$ cat config.mk
export PLATFORM = sky130hd
export DESIGN_NAME = cke_pd_sequencer
export DESIGN_NICKNAME = d
export VERILOG_FILES = /design/src/rtl/cke_pd_pkg.sv /design/src/rtl/cke_pd_ctrl.sv /design/src/rtl/cke_pd_outpath.sv /design/src/rtl/cke_pd_sequencer.sv
export SDC_FILE = /design/constraint.sdc
export NUM_CORES = 1
export LEC_CHECK = 0
export CAP_MARGIN = 30
export CORE_AREA = 4 4 49 51
export DETAILED_ROUTE_END_ITERATION = 12
export DIE_AREA = 0 0 53 55
export PLACE_DENSITY_LB_ADDON = 0.25
export SLEW_MARGIN = 20
export SYNTH_ARGS = -nofsm -noshare
export SYNTH_HDL_FRONTEND = slang
export SYNTH_SLANG_ARGS = --single-unit
$ cat constraint.sdc
create_clock -name clk -period 2.26 [get_ports clk]
set_input_delay 0.339 -clock clk [delete_from_list [all_inputs] [get_ports clk]]
set_output_delay 0.339 -clock clk [all_outputs]
set_load 0.005 [all_outputs]
$ cat src/rtl/cke_pd_pkg.sv
package cke_pd_pkg;

  typedef enum logic [1:0] {
    PD_NORMAL   = 2'd0,
    PD_ENTERING = 2'd1,
    PD_DOWN     = 2'd2,
    PD_EXITING  = 2'd3
  } pdState_e;

  // strobes from the controller to the output path
  typedef struct packed {
    logic passCmd;      // outputs follow inputs
    logic forceCsHigh;  // chip selects held inactive
    logic inBufEn;      // address/command receivers on
    logic parBufEn;     // parity receiver on
    logic outDrvEn;     // output drivers on
  } pdStrobe_t;

endpackage

$ cat src/rtl/cke_pd_ctrl.sv
module cke_pd_ctrl
  import cke_pd_pkg::*;
#(
  parameter int NUM_CKE    = 2,
  parameter int IN_DIS_CYC = 4,
  parameter int Q_DIS_CYC  = 6,
  parameter int EN_CYC     = 3
) (
  input  logic               clk,
  input  logic               rstN,
  input  logic               quadCsEn,
  input  logic [NUM_CKE-1:0] ckeIn,
  input  logic [1:0]         csLow,
  output pdStrobe_t          strobe,
  output logic               csErr
);

  localparam int MAX_A   = (IN_DIS_CYC > Q_DIS_CYC) ? IN_DIS_CYC : Q_DIS_CYC;
  localparam int MAX_CYC = (MAX_A > EN_CYC) ? MAX_A : EN_CYC;
  localparam int CNT_W   = $clog2(MAX_CYC + 1);

  pdState_e         state;
  logic [CNT_W-1:0] inDisCnt;
  logic [CNT_W-1:0] qDisCnt;
  logic [CNT_W-1:0] enCnt;
  logic             csHold;

  logic allCkeLow;
  logic anyCkeHigh;
  logic startEntry;
  logic startExit;
  logic csIllegal;
  logic errWindow;

  assign allCkeLow  = (ckeIn == '0);
  assign anyCkeHigh = |ckeIn;
  assign startEntry = (state == PD_NORMAL) && allCkeLow;
  assign startExit  = (state == PD_DOWN) && anyCkeHigh;
  assign csIllegal  = !quadCsEn && (csLow == 2'b00);
  assign errWindow  = startEntry || startExit || (state == PD_EXITING);

  always_ff @(posedge clk) begin
    if (!rstN) begin
      state    <= PD_NORMAL;
      inDisCnt <= '0;
      qDisCnt  <= '0;
      enCnt    <= '0;
      csHold   <= 1'b0;
      csErr    <= 1'b0;
    end else begin
      csErr <= csIllegal && errWindow;
      unique case (state)
        PD_NORMAL: begin
          csHold <= 1'b0;
          if (allCkeLow) begin
            state    <= PD_ENTERING;
            inDisCnt <= CNT_W'(IN_DIS_CYC);
            qDisCnt  <= CNT_W'(Q_DIS_CYC);
          end
        end
        PD_ENTERING: begin
          if (qDisCnt != '0) qDisCnt <= qDisCnt - 1'b1;
          if (inDisCnt != '0) inDisCnt <= inDisCnt - 1'b1;
          else                state    <= PD_DOWN;
        end
        PD_DOWN: begin
          if (anyCkeHigh) begin
            state   <= PD_EXITING;
            enCnt   <= CNT_W'(EN_CYC - 1);
            qDisCnt <= '0;
          end else if (qDisCnt != '0) begin
            qDisCnt <= qDisCnt - 1'b1;
          end
        end
        PD_EXITING: begin
          if (enCnt != '0) enCnt <= enCnt - 1'b1;
          else begin
            state  <= PD_NORMAL;
            csHold <= 1'b1;
          end
        end
        default: state <= PD_NORMAL;
      endcase
    end
  end

  logic powering;
  assign powering = (state == PD_ENTERING) || (state == PD_DOWN);

  always_comb begin
    strobe.passCmd     = (state == PD_NORMAL);
    strobe.forceCsHigh = !((state == PD_NORMAL) && !csHold);
    strobe.inBufEn     = !((state == PD_DOWN) ||
                           ((state == PD_ENTERING) && (inDisCnt == '0)));
    strobe.parBufEn    = (state != PD_DOWN);
    strobe.outDrvEn    = !(powering && (qDisCnt == '0));
  end

endmodule

$ cat src/rtl/cke_pd_outpath.sv
module cke_pd_outpath
  import cke_pd_pkg::*;
#(
  parameter int NUM_CKE = 2,
  parameter int NUM_CS  = 4
) (
  input  pdStrobe_t          strobe,
  input  logic [NUM_CKE-1:0] ckeIn,
  input  logic [NUM_CKE-1:0] odtIn,
  input  logic [NUM_CS-1:0]  csIn,
  output logic [NUM_CKE-1:0] ckeOut,
  output logic [NUM_CKE-1:0] odtOut,
  output logic [NUM_CS-1:0]  csOut,
  output logic               cmdInBufEn,
  output logic               parInBufEn,
  output logic               outDrvEn
);

  // per-rank lanes: clock enable and termination are forced low off-normal
  for (genvar i = 0; i < NUM_CKE; i++) begin : g_rank
    assign ckeOut[i] = strobe.passCmd & ckeIn[i];
    assign odtOut[i] = strobe.passCmd & odtIn[i];
  end

  // chip-select lanes: active low, so forcing means driving 1
  for (genvar j = 0; j < NUM_CS; j++) begin : g_cs
    assign csOut[j] = strobe.forceCsHigh | csIn[j];
  end

  assign cmdInBufEn = strobe.inBufEn;
  assign parInBufEn = strobe.parBufEn;
  assign outDrvEn   = strobe.outDrvEn;

endmodule

$ cat src/rtl/cke_pd_sequencer.sv
module cke_pd_sequencer
  import cke_pd_pkg::*;
#(
  parameter int NUM_CKE    = 2,
  parameter int NUM_CS     = 4,
  parameter int IN_DIS_CYC = 4,
  parameter int Q_DIS_CYC  = 6,
  parameter int EN_CYC     = 3
) (
  input  logic               clk,
  input  logic               rstN,
  input  logic               quadCsEn,
  input  logic [NUM_CKE-1:0] ckeIn,
  input  logic [NUM_CKE-1:0] odtIn,
  input  logic [NUM_CS-1:0]  csIn,
  output logic [NUM_CKE-1:0] ckeOut,
  output logic [NUM_CKE-1:0] odtOut,
  output logic [NUM_CS-1:0]  csOut,
  output logic               cmdInBufEn,
  output logic               parInBufEn,
  output logic               outDrvEn,
  output logic               csErr
);

  pdStrobe_t strobe;

  cke_pd_ctrl #(
    .NUM_CKE    (NUM_CKE),
    .IN_DIS_CYC (IN_DIS_CYC),
    .Q_DIS_CYC  (Q_DIS_CYC),
    .EN_CYC     (EN_CYC)
  ) ctrl_i (
    .clk      (clk),
    .rstN     (rstN),
    .quadCsEn (quadCsEn),
    .ckeIn    (ckeIn),
    .csLow    (csIn[1:0]),
    .strobe   (strobe),
    .csErr    (csErr)
  );

  cke_pd_outpath #(
    .NUM_CKE (NUM_CKE),
    .NUM_CS  (NUM_CS)
  ) path_i (
    .strobe     (strobe),
    .ckeIn      (ckeIn),
    .odtIn      (odtIn),
    .csIn       (csIn),
    .ckeOut     (ckeOut),
    .odtOut     (odtOut),
    .csOut      (csOut),
    .cmdInBufEn (cmdInBufEn),
    .parInBufEn (parInBufEn),
    .outDrvEn   (outDrvEn)
  );

endmodule

== Word-level counts from Yosys, hierarchy flattened ==
Index checks and enable logic that the tools add are counted.
Word-level totals
  bits in registers: 13
Cells by class
  $add $sub $neg: 3
  equality and inequality tests: 10
  mux-type cells: 17
  bitwise logic cells: 8
  reduce and logical (&&, ||, !) cells: 34
Operator list (count)
  3-bit two-way mux: 7
  3-bit one-hot mux with 2 select lines: 2
  3-bit nonzero test: 4
  2-bit inequality test, second input constant: 5
  3-bit one-hot mux with 3 select lines: 1
  3-bit by 1-bit subtractor with 3-bit output, second input constant: 3
  2-bit two-way mux: 4
  2-bit one-hot mux with 4 select lines: 1
  1-bit logical AND: 7
  2-bit zero test: 3
  3-bit zero test: 2
  3-bit AND reduction: 2
  2-bit nonzero test: 3
  1-bit zero test: 5
  1-bit AND: 4
  2-bit == test, second input constant: 2
  1-bit logical OR: 4
  2-bit by 1-bit inequality test with 1-bit output, second input constant: 2
  1-bit OR: 4
  2-bit AND reduction: 2
  4-bit AND reduction: 1
  2-bit by 1-bit == test with 1-bit output, second input constant: 1
  1-bit one-hot mux with 2 select lines: 1
  2-bit OR reduction: 1
  1-bit two-way mux: 1

== Longest topological paths before layout ==
Gate-level depths: netlist of the first run.
  depth in word-level cells: 5
  mapped depth: 7
  gate-level depth less buffers: 6

== Hierarchy ==
A second synthesis of the first run with hierarchy kept.
Second synthesis, totals
  cell total of the unflattened synthesis: 116
  area, all modules: 938.4 um^2
By module, submodules not included
  cke_pd_ctrl: instances 1, cells an instance 105, area an instance 865.8 um^2
  cke_pd_outpath: instances 1, cells an instance 11, area an instance 72.6 um^2

== Worst setup path before layout of the first run ==
No wires, ideal clock.
  path kind: register to output
  start: reg ctrl_i.state[0]
  end: out csOut[0]
  arrival time: 1.293 ns
  setup slack: 0.628 ns
  cell stages (with the launch flop): 6
  buffers on the path: 1
  cell sequence: dfxtp_1 inv_1 ha_1 clkbuf_1 inv_2 or3_1
Between the ends
  cells in the longest elaborated chain, start to end: 4
Ends and longest elaborated chain
  start, declared: RTL line cke_pd_ctrl.sv:22  | pdState_e state;
  start signal, assigned: RTL line cke_pd_ctrl.sv:44  | state <= PD_NORMAL;
  start signal, assigned: RTL line cke_pd_ctrl.sv:56  | state <= PD_ENTERING;
  start signal, assigned: RTL line cke_pd_ctrl.sv:64  | else state <= PD_DOWN;
  2-bit zero test: RTL line cke_pd_ctrl.sv:92  | strobe.forceCsHigh = !((state == PD_NORMAL) && !csHold);
  1-bit logical AND: RTL line cke_pd_ctrl.sv:92
  1-bit zero test: RTL line cke_pd_ctrl.sv:92
  1-bit OR: RTL line cke_pd_outpath.sv:27  | assign csOut[j] = strobe.forceCsHigh | csIn[j];
  end, declared: RTL line cke_pd_sequencer.sv:18  | output logic [NUM_CS-1:0] csOut,
Every way passes these cells.

== Worst setup path in the final report of the first run ==
  start: reg ctrl_i.state[0]
  end: out outDrvEn
Between the ends
  cells in the longest elaborated chain, start to end: 4
  elaborated cells on any way between the ends: 5
  those cells by class: eq/ne (2); reduce/logical (3)
Ends and longest elaborated chain
  2-bit by 1-bit == test with 1-bit output or 2-bit == test (tied branches): RTL line cke_pd_ctrl.sv:88  | assign powering = (state == PD_ENTERING) || (state == PD_DOWN);
  1-bit logical OR *: RTL line cke_pd_ctrl.sv:88
  1-bit logical AND *: RTL line cke_pd_ctrl.sv:96  | strobe.outDrvEn = !(powering && (qDisCnt == '0));
  1-bit zero test *: RTL line cke_pd_ctrl.sv:96
  end, declared: RTL line cke_pd_sequencer.sv:21  | output logic outDrvEn,
Mark *: on every way between the ends. The rest lies on a longest branch, timed or not.

==> summary.md, run 1 <==
| Metric | Value |
|---|---|
| Net Switching | `~260 uW` |
| Maximum clock rate | `roughly 0.46 GHz` |
| Max Slew Vio Count | `0` |
| IR drop worst, VDD | `501 uV` |
| Critical Path Max Stage Delay | `0.52 ns` |
| Hold buffer count at cts | `0` |
| Hold Crit Class | `flop to flop` |
| Register area share after synthesis | `0.281` |
| Gpl congestion | `0.837` |
| Fin. Hold Viols | `0` |
| Total Routing Usage GR | `0.166` |
| Req. time, crit path | `between 1.5 and 2 ns` |
| Final setup margin | `slightly above 0.09 ns` |
| Routed wire length | `2250 um` |
| First drt pass iteration count | `4` |
| Sink Count | `13` |
| Met2 usage | `0.302` |
| DIE WIDTH | `53 um` |
| Critical Path End Type | `output port` |
| Seq cells post-synth | `13` |
| Clock Power Share | `0.193` |
| Post-route clock period utilization | `0.959` |
| Vias in the first global route | `approximately 820` |
| Combinational Power Share | `0.442` |
| Final Setup Violations | `0` |
| Syn Inst Count | `roughly 110` |
| Layout area overhead | `30.6%` |
| Share of layout cells above drive strength 1 | `0.0809` |
| Worst hold slack | `between 0.5 and 0.6 ns` |
| Busiest metal layer after global routing | `met2` |
| Via count | `887` |
| DR DRC count | `0` |
| Rows | `16` |
| Via/cell ratio | `5.44` |
| Measured slew at the worst slew-check pin | `0.355 ns` |
| Largest net degree at the start of global routing | `12` |
| RSZ-0062 raised after global routing | `false` |
| Outcome | `finished clean` |
| Met3 usage | `0.0161` |
| PortBufs | `22` |
| Routed WL per cell | `13.8 um` |
| H-tree depth | `1` |
| Nets | `roughly 160` |
| Net Sw Frac | `0.347` |
| Antenna fix cells | `0` |
| Critical path's slowest cell | `clkdlybuf4s50_1` |
| Worst Path Class, Setup | `flop to output port` |
| Die area | `2920 um2` |
| Internal power | `roughly 490 uW` |
| Avg Synthesized Cell Area | `8.33 um2` |
| Critical Path AT | `between 1.5 and 2 ns` |
| Sequential share of power | `0.364` |
| CP max FO | `6` |
| Initial core utilization | `0.476` |
| Syn nets | `132` |
| Post-CTS Setup Bufs | `0` |
| CTS tree | `done` |
| Pwr Density | `626 nW/um2` |
| Total grt overflow | `0` |
| Met1 Resource Use GR | `0.203` |
| Skew-Pair Late Insertion Delay | `0.28 ns` |
| Chip height | `55 um` |
| Crit-path cells | `inv_1 -> ha_1 -> nand3b_1 -> clkdlybuf4s50_1` |
| Initial antenna violation count | `0` |
| Netlist Area Pre-Place | `between 900 and 1000 um2` |
| Detailed placer's ending HPWL | `1770 um` |
| CP startpoint kind | `flop` |
| Setup_tns | `0 ns` |
| Clock skew | `0.00378 ns` |
| Yosys cell types | `41` |
| CORE AREA | `1940 um2` |
| Period minus WS final | `~2.2 ns` |
| Yosys warning count | `0` |
| Starting DRT DRC Count | `12` |
| Post-CTS Resized | `0` |
| Routed Antenna Nets | `0` |
| Number of buffers created by CTS | `3` |
| Place WS | `0.252 ns` |
| Maximum clock insertion buffer count | `2` |
| Max-slew headroom | `0.763` |
| LEAKAGE | `0.467 nW` |
| Fill count | `between 150 and 200` |
| First-pass GRT wire length | `3570 um` |
| Maxcap violations | `0` |
| Root buffer cell | `clkbuf_4` |
| Clock transition at path regs | `around 0.080 ns` |
| Ports | `23` |
power groups by stage:
stage | clock, mW | combinational (mW) | sequential (mW)
floorplan | 0 | 0.201 | 0.275
global placement | 0 | 0.320 | 0.278
detailed placement | 0 | 0.332 | 0.281
CTS | 0.147 | 0.335 | 0.275
global route | 0.160 | 0.363 | 0.279
finish | 0.146 | 0.334 | 0.276
placed cells by master (no fill, tap or decap), types with 2 or more instances in the layout:
master	netlist	layout
a21oi_1	6	6
a31oi_1	2	2
and2_1	6	6
buf_4	0	2
clkbuf_4	0	3
clkdlybuf4s50_1	0	22
dfxtp_1	13	13
ha_1	10	10
inv_1	10	10
nand2_1	5	5
nand2b_1	3	3
nand3b_1	2	2
nand4_1	2	2
nor2_1	9	9
nor2b_1	2	2
nor3b_1	2	2
o21a_1	2	2
o21ai_0	3	3
o21ai_1	3	3
o21bai_1	2	2
or3_1	4	4
xnor2_1	2	2
critical path: cells and delay by family, from the launching register on:
| kind | cells | cell delay (ns) |
|---|---|---|
| adder cells (fa/ha/maj) | 1 | 0.38 |
| buffers and inverters | 2 | 0.60 |
| flip-flops | 1 | 0.39 |
| AND/OR/NAND/NOR | 1 | 0.17 |
registers in the layout (all words and copies together) (netlist names):
register and count:
ctrl_i.csErr 1, ctrl_i.csHold 1, ctrl_i.enCnt 3, ctrl_i.inDisCnt 3
ctrl_i.qDisCnt 3, ctrl_i.state 2
through the flow:
step           std cells  total power, mW  cell area, um2   util
2_1_floorplan        111            0.477             925      -
3_3_place_gp         159            0.598            1180  0.608
3_5_place_dp         159            0.613            1180  0.608
4_1_cts              163            0.757            1210  0.622
5_1_grt              163            0.802            1210  0.622
6_report             163            0.756            1210  0.622
kinds of logic (layout without fill, tap and decap cells):
family          count (synthesis)  in the layout  share of synthesized area
xor+xnor                        2              2                     0.0189
simple gates                   40             40                      0.249
compound gates                 32             32                      0.257
buf+inv                        14             39                     0.0582
flops                          13             13                      0.281
fa+ha+maj                      10             10                      0.135
Yosys cell counts (all sizes together):
cell type | instances | area share
inv | 11 | 0.045
nand2b | 3 | 0.020
xnor2 | 2 | 0.019
a22oi | 1 | 0.0081
clkbuf | 2 | 0.0081
or3 | 4 | 0.027
nor2 | 9 | 0.037
o221ai | 1 | 0.0095
a21oi | 6 | 0.032
buf | 1 | 0.0054
o2bb2ai | 1 | 0.0095
o2111ai | 1 | 0.0095
a21o | 1 | 0.0081
nand3 | 1 | 0.0054
or4 | 1 | 0.0081
a311oi | 2 | 0.026
o21ai | 7 | 0.050
o31ai | 1 | 0.0081
o21a | 2 | 0.016
o21bai | 2 | 0.016
nand4 | 2 | 0.014
o22ai | 1 | 0.0068
o2111a | 1 | 0.012
a22o | 1 | 0.0095
nor3 | 1 | 0.0054
nand3b | 2 | 0.016
nor3b | 3 | 0.030
dfxtp | 13 | 0.28
nand2 | 5 | 0.020
or3b | 1 | 0.012
o211a | 2 | 0.022
and2 | 6 | 0.041
ha | 10 | 0.14
a31oi | 2 | 0.014
nor2b | 2 | 0.014
worst paths after layout:
kind / from / endpoint / slack [ns] / cells past startpoint
setup / recovery: ctrl_i.state[0] / outDrvEn / 0.09 / 4
hold / removal: ctrl_i.csHold / ctrl_i.csHold / 0.53 / 2
setup reg to reg: ctrl_i.state[0] / ctrl_i.enCnt[0] / 0.56 / 6
hold reg to reg: ctrl_i.csHold / ctrl_i.csHold / 0.53 / 2
metal layers:
metal / part of all wire / wire, um
met5: 0 / 0
met4: 0.015 / 33
met3: 0.026 / 59
met2: 0.49 / 1110
met1: 0.47 / 1050
cell type report:
class | instances | area, um2 | share of cell area
clock buffers | 4 | 26.3 | 0.0218
inverters | 11 | 41.3 | 0.0342
multi-input cells | 84 | 611 | 0.506
flip-flops and latches | 13 | 260 | 0.216
well taps | 27 | 33.8 | 0.0280
repair buffers | 24 | 235 | 0.195
(Power assumes the default switching activity.)
==> run 2, diff against run 1 <==
Settings changed: ABC_AREA from default to 1.
==> run 2 against run 1 <==
Sequential power up 29%; routed wire length down 11%; first-iteration DRC count down 42%; clock skew down 0.0020 ns; critical path depth up 2; sequential share of layout area down 0.39 points; worst hold slack worse by 0.050 ns; sequential cell count unchanged; setup slack better by 0.047 ns; combinational power rose to 3.5 times the previous value; register-to-register slack better by 0.27 ns; die area unchanged; critical path type unchanged; critical endpoint is now cmdInBufEn; highest routed layer unchanged.
==> summary.md, run 2 <==
| Metric | Value |
|---|---|
| Req. time, crit path | `1.92 ns (about the same)` |
| CORE AREA | `1940 um2 (unchanged)` |
| Setup_tns | `0 ns (unchanged)` |
| Outcome | `finished clean (unchanged)` |
| DIE WIDTH | `53 um (unchanged)` |
| Critical Path End Type | `output port (unchanged)` |
| Critical Path AT | `1.78 ns (was 1.83 ns)` |
| CP startpoint kind | `flop (unchanged)` |
| Hold Crit Class | `flop to flop (unchanged)` |
| Syn Inst Count | `149 (was 111)` |
| Vias in the first global route | `858 (was 817)` |
| Yosys warning count | `0 (unchanged)` |
| Rows | `16 (unchanged)` |
| Final Setup Violations | `0 (unchanged)` |
| Routed WL per cell | `10.1 um (was 13.8 um)` |
| Routed wire length | `2010 um (was 2250 um)` |
| CP max FO | `5 (was 6)` |
| Period minus WS final | `2.12 ns (was 2.17 ns)` |
| Max Slew Vio Count | `0 (unchanged)` |
| First-pass GRT wire length | `3420 um (was 3570 um)` |
| Synth area leader | `dfxtp_1 (unchanged)` |
| Fin. Hold Viols | `0 (unchanged)` |
| Post-synth ARST share | `0 (unchanged)` |
| PortBufs | `22 (unchanged)` |
| Syn nets | `170 (was 132)` |
| Pwr Density | `1360 nW/um2 (was 626 nW/um2)` |
| Number of buffers created by CTS | `3 (unchanged)` |
| Total Routing Usage GR | `0.160 (was 0.166)` |
| H-tree depth | `1 (unchanged)` |
| LEAKAGE | `0.607 nW (was 0.467 nW)` |
| Antenna fix cells | `0 (unchanged)` |
| Nets | `195 (was 158)` |
| Netlist Area Pre-Place | `961 um2 (was 925 um2)` |
| Crit-path cells | `inv_1 -> ha_1 -> nand3_2 -> nand2_1 -> inv_1 -> clkdlybuf4s50_1 (was inv_1 -> ha_1 -> nand3b_1 -> clkdlybuf4s50_1)` |
| Reg2Reg Depth | `7 (was 6)` |
| Post-CTS Setup Bufs | `0 (unchanged)` |
| Place WS | `0.320 ns (was 0.252 ns)` |
| Most common cell on crit path | `inv_1` |
| Critical Path Max Stage Delay | `0.49 ns (was 0.52 ns)` |
| Seq cells post-synth | `13 (unchanged)` |
| Avg Synthesized Cell Area | `6.45 um2 (was 8.33 um2)` |
| Most frequent cell after synthesis | `nand2_1 (was dfxtp_1)` |
| Final setup margin | `0.139 ns (was 0.0924 ns)` |
| Maximum clock insertion buffer count | `2 (unchanged)` |
| RSZ-0062 raised after global routing | `false (unchanged)` |
| Initial antenna violation count | `0 (unchanged)` |
| Maximum clock rate | `0.472 GHz (was 0.461 GHz)` |
| Post-route clock period utilization | `0.938 (was 0.959)` |
| Max-slew headroom | `0.776 (was 0.763)` |
| EDFF count, synth | `0 (unchanged)` |
| Register area share after synthesis | `0.271 (was 0.281)` |
| Critical path's slowest cell | `clkdlybuf4s50_1 (unchanged)` |
| Largest regs | `ctrl_i.enCnt (3), ctrl_i.inDisCnt (3), ctrl_i.qDisCnt (3) (unchanged)` |
| CTS tree | `done (unchanged)` |
| Layout area overhead | `28.0% (was 30.6%)` |
| Root buffer cell | `clkbuf_4 (unchanged)` |
| Post-synth top cells | `nand2_1 (45), inv_1 (26), dfxtp_1 (13), nor2_1 (13), nand3_1 (11) (was dfxtp_1 (13), ha_1 (10), inv_1 (10))` |
| Measured slew at the worst slew-check pin | `0.335 ns (was 0.355 ns)` |
| Hold buffer count at cts | `0 (unchanged)` |
| Most frequent cells in the layout | `nand2_1 (45), inv_1 (26), clkdlybuf4s50_1 (22) (was clkdlybuf4s50_1 (22), dfxtp_1 (13), inv_1 (10), ha_1 (10), nor2_1 (9))` |
| Largest net degree at the start of global routing | `16 (was 12)` |
| Initial core utilization | `0.495 (was 0.476)` |
| Routed Antenna Nets | `0 (unchanged)` |
| Fill count | `194 (was 182)` |
| Area share of the leading cell type in the synthesized netlist | `0.271 (was 0.281)` |
| Top_reg_cell synth | `dfxtp_1 (unchanged)` |
| Worst Path Class, Setup | `flop to output port (unchanged)` |
| Skew-Pair Late Insertion Delay | `0.28 ns (about the same)` |
| Gpl congestion | `0.801 (was 0.837)` |
| Die area | `2920 um2 (unchanged)` |
| Chip height | `55 um (unchanged)` |
| Most common cell after layout, fill and taps aside | `nand2_1 (was clkdlybuf4s50_1)` |
| Ports | `23 (unchanged)` |
| Clock skew | `0.00182 ns (was 0.00378 ns)` |
| Synth top area cells | `dfxtp_1 (27%), nand2_1 (18%), ha_1 (13%) (was dfxtp_1 (28%), ha_1 (14%), and2_1 (4.1%))` |
| IR drop worst, VDD | `750 uV (was 501 uV)` |
| Share of layout cells above drive strength 1 | `0.0751 (was 0.0809)` |
| Detailed placer's ending HPWL | `1680 um (was 1770 um)` |
| Via/cell ratio | `4.71 (was 5.44)` |
| Sink Count | `13 (unchanged)` |
| DR DRC count | `0 (unchanged)` |
| Clock transition at path regs | `0.08 ns (about the same)` |
| Yosys cell types | `23 (was 41)` |
| Starting DRT DRC Count | `7 (was 12)` |
| R2r setup slk | `0.83 ns (was 0.56 ns)` |
| Via count | `941 (was 887)` |
| First drt pass iteration count | `4 (unchanged)` |
| Total grt overflow | `0 (unchanged)` |
| Maxcap violations | `0 (unchanged)` |
| Cells on Worst Hold Path | `2 (unchanged)` |
-- run 2: logic make-up after synthesis --
logic type / share of synthesized area
DFF: 0.271
and+or+nand+nor: 0.383
buffers and inverters: 0.125
AOI/OAI and AO/OA: 0.0729
xor gates and xnor gates: 0.0182
adders and majority gates: 0.130
-- run 2: worst paths after layout --
path / from / endpoint
setup / recovery: ctrl_i.state[1] / cmdInBufEn
hold / removal: ctrl_i.enCnt[1] / ctrl_i.enCnt[1]
setup reg to reg: ctrl_i.state[1] / ctrl_i.qDisCnt[1]
hold reg to reg: ctrl_i.enCnt[1] / ctrl_i.enCnt[1]
-- run 2: timing repair --
item / 4_1_cts / 5_1_grt
gates resized for setup: 1 / 1
hold endpoints to repair: 0 / 0
pin swaps: 0 / 0
endpoints found under the setup margin: 1 / 1
-- run 2: routing by layer --
layer	GRT usage	part of all wire	up-vias
li1	-	-	505
met3	0.0241	0.031	4
met5	0	0	-
met2	0.298	0.52	18
met1	0.173	0.43	414
met4	0.0894	0.017	0
-- run 2: through the flow --
| stage | instances | area [um2] | hold WS [ns] | util | total power, mW |
|---|---|---|---|---|---|
| floorplan | 149 | 961 | 0.443 | - | 1.18 |
| global placement | 196 | 1200 | 0.457 | 0.616 | 1.48 |
| detailed placement | 196 | 1200 | 0.465 | 0.616 | 1.52 |
| CTS | 200 | 1220 | 0.478 | 0.631 | 1.68 |
| global route | 200 | 1230 | 0.513 | 0.633 | 1.86 |
| finish | 200 | 1230 | 0.476 | 0.633 | 1.67 |
-- run 2: final cells by class --
cell class | instances | area, um2 | area share
Multi-Input combinational cell | 107 | 588 | 0.478
Sequential cell | 13 | 260 | 0.212
Timing Repair Buffer | 22 | 220 | 0.179
Inverter | 27 | 101 | 0.0824
Tap cell | 27 | 33.8 | 0.0275
Clock buffer | 4 | 26.3 | 0.0214
-- run 2: power breakdown --
group,internal [mW],switching (mW),total [mW]
logic,0.523,0.641,1.16
clock network,0.0685,0.0784,0.147
registers,0.308,0.0478,0.356
total,0.900,0.767,1.67
-- run 2: critical path, delay by kind of cell, from the launching register on --
family                   cells  cell delay, ns
adder cells (fa/ha/maj)      1            0.25
buffers and inverters        3            0.63
flip-flops                   1            0.39
AND/OR/NAND/NOR              2            0.23
